## config.mk

```make
export PLATFORM = sky130hd
export DESIGN_NAME = linescan_seq
export DESIGN_NICKNAME = d
export VERILOG_FILES = /design/src/rtl/linescan_pkg.sv /design/src/rtl/linescan_sync.sv /design/src/rtl/linescan_integ.sv /design/src/rtl/linescan_ctrl.sv /design/src/rtl/linescan_decode.sv /design/src/rtl/linescan_seq.sv
export SDC_FILE = /design/constraint.sdc
export NUM_CORES = 1
export LEC_CHECK = 0
export CAP_MARGIN = 40
export CORE_UTILIZATION = 41
export CTS_CLUSTER_DIAMETER = 120
export DETAILED_ROUTE_END_ITERATION = 8
export PLACE_DENSITY = 0.62
export SYNTH_ARGS = -nofsm -noshare
export SYNTH_HDL_FRONTEND = slang
export SYNTH_SLANG_ARGS = --single-unit
```

## constraint.sdc

```tcl
create_clock -name clk -period 5.1 [get_ports clk]
set_input_delay 1.02 -clock clk [delete_from_list [all_inputs] [get_ports clk]]
set_output_delay 1.02 -clock clk [all_outputs]
set_load 0.02 [all_outputs]
```

## src/rtl/linescan_pkg.sv

```systemverilog
package linescan_pkg;

   typedef enum logic [1:0] {
      ST_IDLE  = 2'd0,
      ST_ARMED = 2'd1,
      ST_SCAN  = 2'd2
   } seq_state_e;

   // Half line-clock positions; the first falling edge after release is clock 1.
   localparam int START_HALF  = 2;
   localparam int LEAD_HALF   = 37;
   localparam int SLOT_HALF   = 8;
   localparam int VALID_HALF  = 4;
   localparam int STROBE_OFS  = 2;

endpackage

```

## src/rtl/linescan_sync.sv

```systemverilog
module linescan_sync #(
   parameter int STAGES = 2
) (
   input  logic clk,
   input  logic rst_n,
   input  logic line_clk,
   input  logic line_rst,
   output logic edge_any,
   output logic edge_fall,
   output logic rst_rise,
   output logic rst_fall
);

   logic [STAGES:0] c_sh;
   logic [STAGES:0] r_sh;

   always_ff @(posedge clk or negedge rst_n) begin
      if (!rst_n) begin
         c_sh <= '0;
         r_sh <= '0;
      end else begin
         c_sh <= {c_sh[STAGES-1:0], line_clk};
         r_sh <= {r_sh[STAGES-1:0], line_rst};
      end
   end

   assign edge_any  = c_sh[STAGES] ^ c_sh[STAGES-1];
   assign edge_fall = c_sh[STAGES] & ~c_sh[STAGES-1];
   assign rst_rise  = ~r_sh[STAGES] & r_sh[STAGES-1];
   assign rst_fall  = r_sh[STAGES] & ~r_sh[STAGES-1];

endmodule

```

## src/rtl/linescan_integ.sv

```systemverilog
module linescan_integ #(
   parameter int DLY = 8
) (
   input  logic clk,
   input  logic rst_n,
   input  logic edge_fall,
   input  logic rst_rise,
   input  logic rst_fall,
   output logic integ_active
);

   localparam int CNT_W = $clog2(DLY + 1);

   logic [CNT_W-1:0] cnt;
   logic             target;
   logic             pending;

   always_ff @(posedge clk or negedge rst_n) begin
      if (!rst_n) begin
         cnt          <= '0;
         target       <= 1'b0;
         pending      <= 1'b0;
         integ_active <= 1'b0;
      end else if (rst_rise) begin
         cnt     <= '0;
         target  <= 1'b1;
         pending <= 1'b1;
      end else if (rst_fall) begin
         cnt     <= '0;
         target  <= 1'b0;
         pending <= 1'b1;
      end else if (pending && edge_fall) begin
         if (cnt == CNT_W'(DLY - 1)) begin
            integ_active <= target;
            pending      <= 1'b0;
         end
         cnt <= cnt + 1'b1;
      end
   end

endmodule

```

## src/rtl/linescan_ctrl.sv

```systemverilog
module linescan_ctrl
   import linescan_pkg::*;
#(
   parameter int PW        = 12,
   parameter int START_POS = 2,
   parameter int LEAD      = 37,
   parameter int END_POS   = 548
) (
   input  logic          clk,
   input  logic          rst_n,
   input  logic          edge_any,
   input  logic          edge_fall,
   input  logic          rst_rise,
   input  logic          rst_fall,
   input  logic          slave_mode,
   input  logic          start_in,
   output logic          active,
   output logic [PW-1:0] pos,
   output logic          overrun
);

   seq_state_e state;
   logic       go;

   assign go     = edge_any && (slave_mode ? start_in : edge_fall);
   assign active = (state == ST_SCAN);

   always_ff @(posedge clk or negedge rst_n) begin
      if (!rst_n) begin
         state   <= ST_IDLE;
         pos     <= '0;
         overrun <= 1'b0;
      end else begin
         if (rst_rise && state == ST_SCAN)
            overrun <= 1'b1;
         case (state)
            ST_IDLE: begin
               if (rst_fall)
                  state <= ST_ARMED;
            end
            ST_ARMED: begin
               if (go) begin
                  state <= ST_SCAN;
                  pos   <= slave_mode ? PW'(LEAD) : PW'(START_POS);
               end
            end
            ST_SCAN: begin
               if (edge_any) begin
                  if (pos == PW'(END_POS - 1)) begin
                     state <= ST_IDLE;
                     pos   <= '0;
                  end else begin
                     pos <= pos + 1'b1;
                  end
               end
            end
            default: state <= ST_IDLE;
         endcase
      end
   end

endmodule

```

## src/rtl/linescan_decode.sv

```systemverilog
module linescan_decode #(
   parameter int NCH        = 256,
   parameter int PW         = 12,
   parameter int IDX_W      = 8,
   parameter int LEAD       = 37,
   parameter int SLOT       = 8,
   parameter int VALID      = 4,
   parameter int STROBE_OFS = 2,
   parameter int EOS_START  = 2080,
   parameter int EOS_END    = 2084
) (
   input  logic             active,
   input  logic [PW-1:0]    pos,
   output logic [IDX_W-1:0] idx,
   output logic             valid,
   output logic             strobe,
   output logic             done
);

   logic [PW-1:0] off;
   logic [PW-1:0] slot;
   logic [PW-1:0] phase;
   logic          in_span;

   assign off = pos - PW'(LEAD);

   generate
      if ((SLOT & (SLOT - 1)) == 0) begin : g_pow2
         localparam int SH = $clog2(SLOT);
         assign slot  = off >> SH;
         assign phase = off & PW'(SLOT - 1);
      end else begin : g_div
         assign slot  = off / PW'(SLOT);
         assign phase = off % PW'(SLOT);
      end
   endgenerate

   always_comb begin
      in_span = active && (pos >= PW'(LEAD)) && (slot < PW'(NCH));
      valid   = in_span && (phase < PW'(VALID));
      strobe  = valid && (phase >= PW'(STROBE_OFS));
      idx     = valid ? slot[IDX_W-1:0] : '0;
      done    = active && (pos >= PW'(EOS_START)) && (pos < PW'(EOS_END));
   end

endmodule

```

## src/rtl/linescan_seq.sv

```systemverilog
module linescan_seq
   import linescan_pkg::*;
#(
   parameter int NCH         = 256,
   parameter int SYNC_STAGES = 2,
   parameter int INTEG_DLY   = 8
) (
   input  logic                   clk,
   input  logic                   rst_n,
   input  logic                   line_clk,
   input  logic                   line_rst,
   input  logic                   slave_mode,
   input  logic                   start_in,
   output logic [$clog2(NCH)-1:0] pix_idx,
   output logic                   pix_valid,
   output logic                   pix_hiz,
   output logic                   sample_strobe,
   output logic                   scan_done,
   output logic                   integ_active,
   output logic                   overrun
);

   localparam int IDX_W     = $clog2(NCH);
   localparam int EOS_START = LEAD_HALF + SLOT_HALF * (NCH - 1) + VALID_HALF - 1;
   localparam int EOS_END   = EOS_START + VALID_HALF;
   localparam int POS_W     = $clog2(EOS_END + 1);

   generate
      if (!(NCH == 64 || NCH == 128 || NCH == 256)) begin : g_bad_nch
         initial $fatal(1, "linescan_seq: NCH must be 64, 128 or 256");
      end
      if (SYNC_STAGES < 1) begin : g_bad_sync
         initial $fatal(1, "linescan_seq: SYNC_STAGES must be at least 1");
      end
      if (INTEG_DLY < 1) begin : g_bad_dly
         initial $fatal(1, "linescan_seq: INTEG_DLY must be at least 1");
      end
   endgenerate

   logic             edge_any;
   logic             edge_fall;
   logic             rst_rise;
   logic             rst_fall;
   logic             active;
   logic [POS_W-1:0] pos;

   linescan_sync #(.STAGES(SYNC_STAGES)) u_sync (
      .clk       (clk),
      .rst_n     (rst_n),
      .line_clk  (line_clk),
      .line_rst  (line_rst),
      .edge_any  (edge_any),
      .edge_fall (edge_fall),
      .rst_rise  (rst_rise),
      .rst_fall  (rst_fall)
   );

   linescan_integ #(.DLY(INTEG_DLY)) u_integ (
      .clk          (clk),
      .rst_n        (rst_n),
      .edge_fall    (edge_fall),
      .rst_rise     (rst_rise),
      .rst_fall     (rst_fall),
      .integ_active (integ_active)
   );

   linescan_ctrl #(
      .PW        (POS_W),
      .START_POS (START_HALF),
      .LEAD      (LEAD_HALF),
      .END_POS   (EOS_END)
   ) u_ctrl (
      .clk        (clk),
      .rst_n      (rst_n),
      .edge_any   (edge_any),
      .edge_fall  (edge_fall),
      .rst_rise   (rst_rise),
      .rst_fall   (rst_fall),
      .slave_mode (slave_mode),
      .start_in   (start_in),
      .active     (active),
      .pos        (pos),
      .overrun    (overrun)
   );

   linescan_decode #(
      .NCH        (NCH),
      .PW         (POS_W),
      .IDX_W      (IDX_W),
      .LEAD       (LEAD_HALF),
      .SLOT       (SLOT_HALF),
      .VALID      (VALID_HALF),
      .STROBE_OFS (STROBE_OFS),
      .EOS_START  (EOS_START),
      .EOS_END    (EOS_END)
   ) u_decode (
      .active (active),
      .pos    (pos),
      .idx    (pix_idx),
      .valid  (pix_valid),
      .strobe (sample_strobe),
      .done   (scan_done)
   );

   assign pix_hiz = ~active;

endmodule

```

==> flow_metrics.py <==
metrics = {
    "detailed_routing": {
        "maxUsedRoutingLayer": "met4",
        "wl_met3_um": 95,
        "drt-initial-drc-count": 72,
        "antenna_left": 0,
        "avgRoutedWirePerCell_um": 13.7,
        "drc": 0,
        "vias": 1435,
        "routed_wirelength_um": 3540,
        "first_pass_iters": 4,
        "vias_per_cell": 5.56,
        "wl_met1_um": 1750,
        "route.met2.wl_um": 1660,
    },
    "timing": {
        "clock_skew_ps": 7.75,
        "period_share": 0.740,
        "rsz0062_at_grt": "no",
        "tns_ps": 0,
        "max_clock_freq_mhz": 265,
        "hold_viol_final": 0,
        "slew_violations": 0,
        "relSlewSlack": 0.555,
        "setup_violations": 0,
        "worst_pin_slew_ps": 662,
        "period_needed_ps": 3770,
    },
    "final_layout": {
        "area_delta_synth_final_pct": 16.2,
        "num-nets-final": 223,
        "n_antenna_cell": 0,
        "mostFrequentLayoutCells": "28 x dfrtp_1, 23 x nor2_1, 19 x nand2_1, 19 x clkdlybuf4s50_1, 14 x nand3_1",
        "layout_commonest_cell": "dfrtp_1",
        "final_layout_size_suffix_gt1_frac": 0.0673,
        "final_cells": 258,
        "fin_util": 0.497,
    },
    "place": {
        "dp.cells": 254,
        "place.gp.congestion": 0.831,
        "port_buffers": 19,
        "hpwl_um": 2610,
    },
    "clock_network": {
        "cts_setup_buffers": 0,
        "ctsHtreeMaxLevel": 1,
        "postCtsHoldBufs": 0,
        "insertion_delay_ps": 280,
        "numCtsBuffers": 3,
        "postCtsResizedCells": 0,
        "path_clk_slew_ps": 100,
        "clockBufferDepth": 2,
        "cts.sinks": 28,
        "cts_tree": "done",
        "root_buffer": "clkbuf_8",
    },
    "pwr": {
        "p_int_uw": 623,
        "power_frac_seq": 0.317,
        "power.share.clock": 0.165,
        "sw_frac_of_total": 0.420,
        "combPwrFrac": 0.518,
        "p_leak_nw": 0.833,
        "ir_worst_vdd_uv": 217,
        "p_sw_uw": 452,
        "power_density_nw_per_um2": 536,
        "finalPower_mw": 1.07,
    },
    "critical_path": {
        "end_kind": "primary output",
        "critical_path.cell_chain": "nor4b_1 -> nand3_1 -> nand4b_1 -> nand4_1 -> a21oi_1 -> clkdlybuf4s50_1",
        "crit_buf_inv": 1,
        "cp_top_family": "simple AND/OR/NAND/NOR gates",
        "crit_type": "register to primary output",
        "cp.arrival_ps": 2750,
        "critPathMaxFanout": 10,
        "critPathMaxStageDelay_ps": 620,
        "worst_path_max_delay_cell": "clkdlybuf4s50_1",
        "worstPathRequired_ps": 4080,
        "cp-start-kind": "register",
    },
    "die": {
        "ios": 20,
        "die_y_um": 66.8,
        "start_util": 0.428,
        "rows": 23,
        "coreArea_sq_um": 4030,
        "die_x_um": 66.8,
        "design.die.area_sq_um": 4470,
    },
    "yosys": {
        "synth-edff-count": 0,
        "synth.distinct_cells": 40,
        "async_flop_share": 1.00,
        "yosysSeqAreaShare": 0.406,
        "netlist_area_sq_um": 1720,
        "syn_nets": 209,
        "avgSynthCellArea_sq_um": 8.84,
        "ys_ff_latch": 28,
        "yosysWarningCount": 0,
        "synthCells": 195,
        "synthFlopType": "dfrtp_1",
    },
    "grt": {
        "track_usage": 0.180,
        "grt_first_pass_wirelength_um": 6150,
        "overflow": 0,
        "grt_antenna_before_repair": 0,
        "grt_max_degree": 29,
        "grt_pass1_vias": 1362,
    },
    "job": {
        "max_cap_viol_count": 0,
    },
    "hold_path": {
        "hp-class": "register to register",
    },
    "outcome": {
        "status": "finished, final reports clean",
    },
}
## final timing paths
kind / from / to / slack, ps / cells after the start
min in group asynchronous: rst_n / u_ctrl.pos[9] / 1110 / 2
worst min-delay path: u_sync.c_sh[0] / u_sync.c_sh[1] / 360 / 0
worst max-delay path: u_ctrl.pos[4] / sample_strobe / 1330 / 6
worst max register to register: u_ctrl.state[0] / u_ctrl.pos[8] / 2680 / 6
worst min register to register: u_sync.c_sh[0] / u_sync.c_sh[1] / 360 / 0
max in group asynchronous: rst_n / u_sync.r_sh[0] / 3720 / 2
## final cells by class
cell class | count | area, sq um
fill | 405 | 2030
multi-input combinational | 144 | 920
sequential | 28 | 701
timing repair buffer | 21 | 205
tap | 50 | 62.6
inverter | 11 | 43.8
clock buffer | 3 | 41.3
clock inverter | 1 | 30.0
## metrics by stage
step | setup slack [ps] | instance area (sq um) | hold slack [ps]
2_1_floorplan | 2210 | 1720 | 331
3_3_place_gp | 1700 | 1920 | 335
3_5_place_dp | 1650 | 1930 | 337
4_1_cts | 1300 | 2000 | 361
5_1_grt | 1070 | 2000 | 372
6_report | 1330 | 2000 | 359
## power by group through the flow
stage	Combinational, mW	Sequential (mW)	Clock (mW)
final	0.557	0.341	0.177
after global routing	0.610	0.352	0.193
after CTS	0.563	0.339	0.182
after detailed placement	0.561	0.344	0
after global placement	0.549	0.339	0
after floorplan	0.408	0.285	0
## cells by family after synthesis
| group | synth area share |
|---|---|
| buf+inv | 0.0602 |
| flops | 0.406 |
| xor+xnor | 0.0508 |
| fa+ha+maj | 0.0581 |
| simple gates | 0.247 |
| mux | 0.0552 |
| compound gates | 0.122 |
## registers in the layout, indices dropped and copies added (netlist names)
signal,count
u_sync.r_sh,3
u_sync.c_sh,3
u_integ.pending,1
u_integ.cnt,4
u_integ.target,1
u_ctrl.overrun,1
u_integ.integ_active,1
u_ctrl.state,2
u_ctrl.pos,12
## layer usage
metal / vias to the layer above / global-route usage
li1: 707 / -
met2: 24 / 0.298
met4: 0 / 0.0452
met5: - / 0
met3: 6 / 0.0257
met1: 698 / 0.246
## synthesized netlist by cell type (all sizes together) (3+ instances only)
master	n	area share
nand3	14	0.041
inv	11	0.025
ha	8	0.058
nor3	8	0.023
clkbuf	7	0.015
o31ai	5	0.022
nand2	19	0.041
nor4b	4	0.020
mux2i	5	0.029
o21ai	13	0.038
xor2	3	0.015
xnor2	7	0.036
mux2	4	0.026
buf	5	0.020
nor2	23	0.050
dfrtp	28	0.41
nand4	3	0.011
a21oi	4	0.012
## worst register-to-register path, stage by stage, from the launching register on
cell	delay, ps
dfrtp_1	420
nor2b_1	540
inv_4	140
a41o_4	320
or2_1	330
or4_1	520
nand3_1	90
No activity file was read; power rests on OpenSTA's default activity.
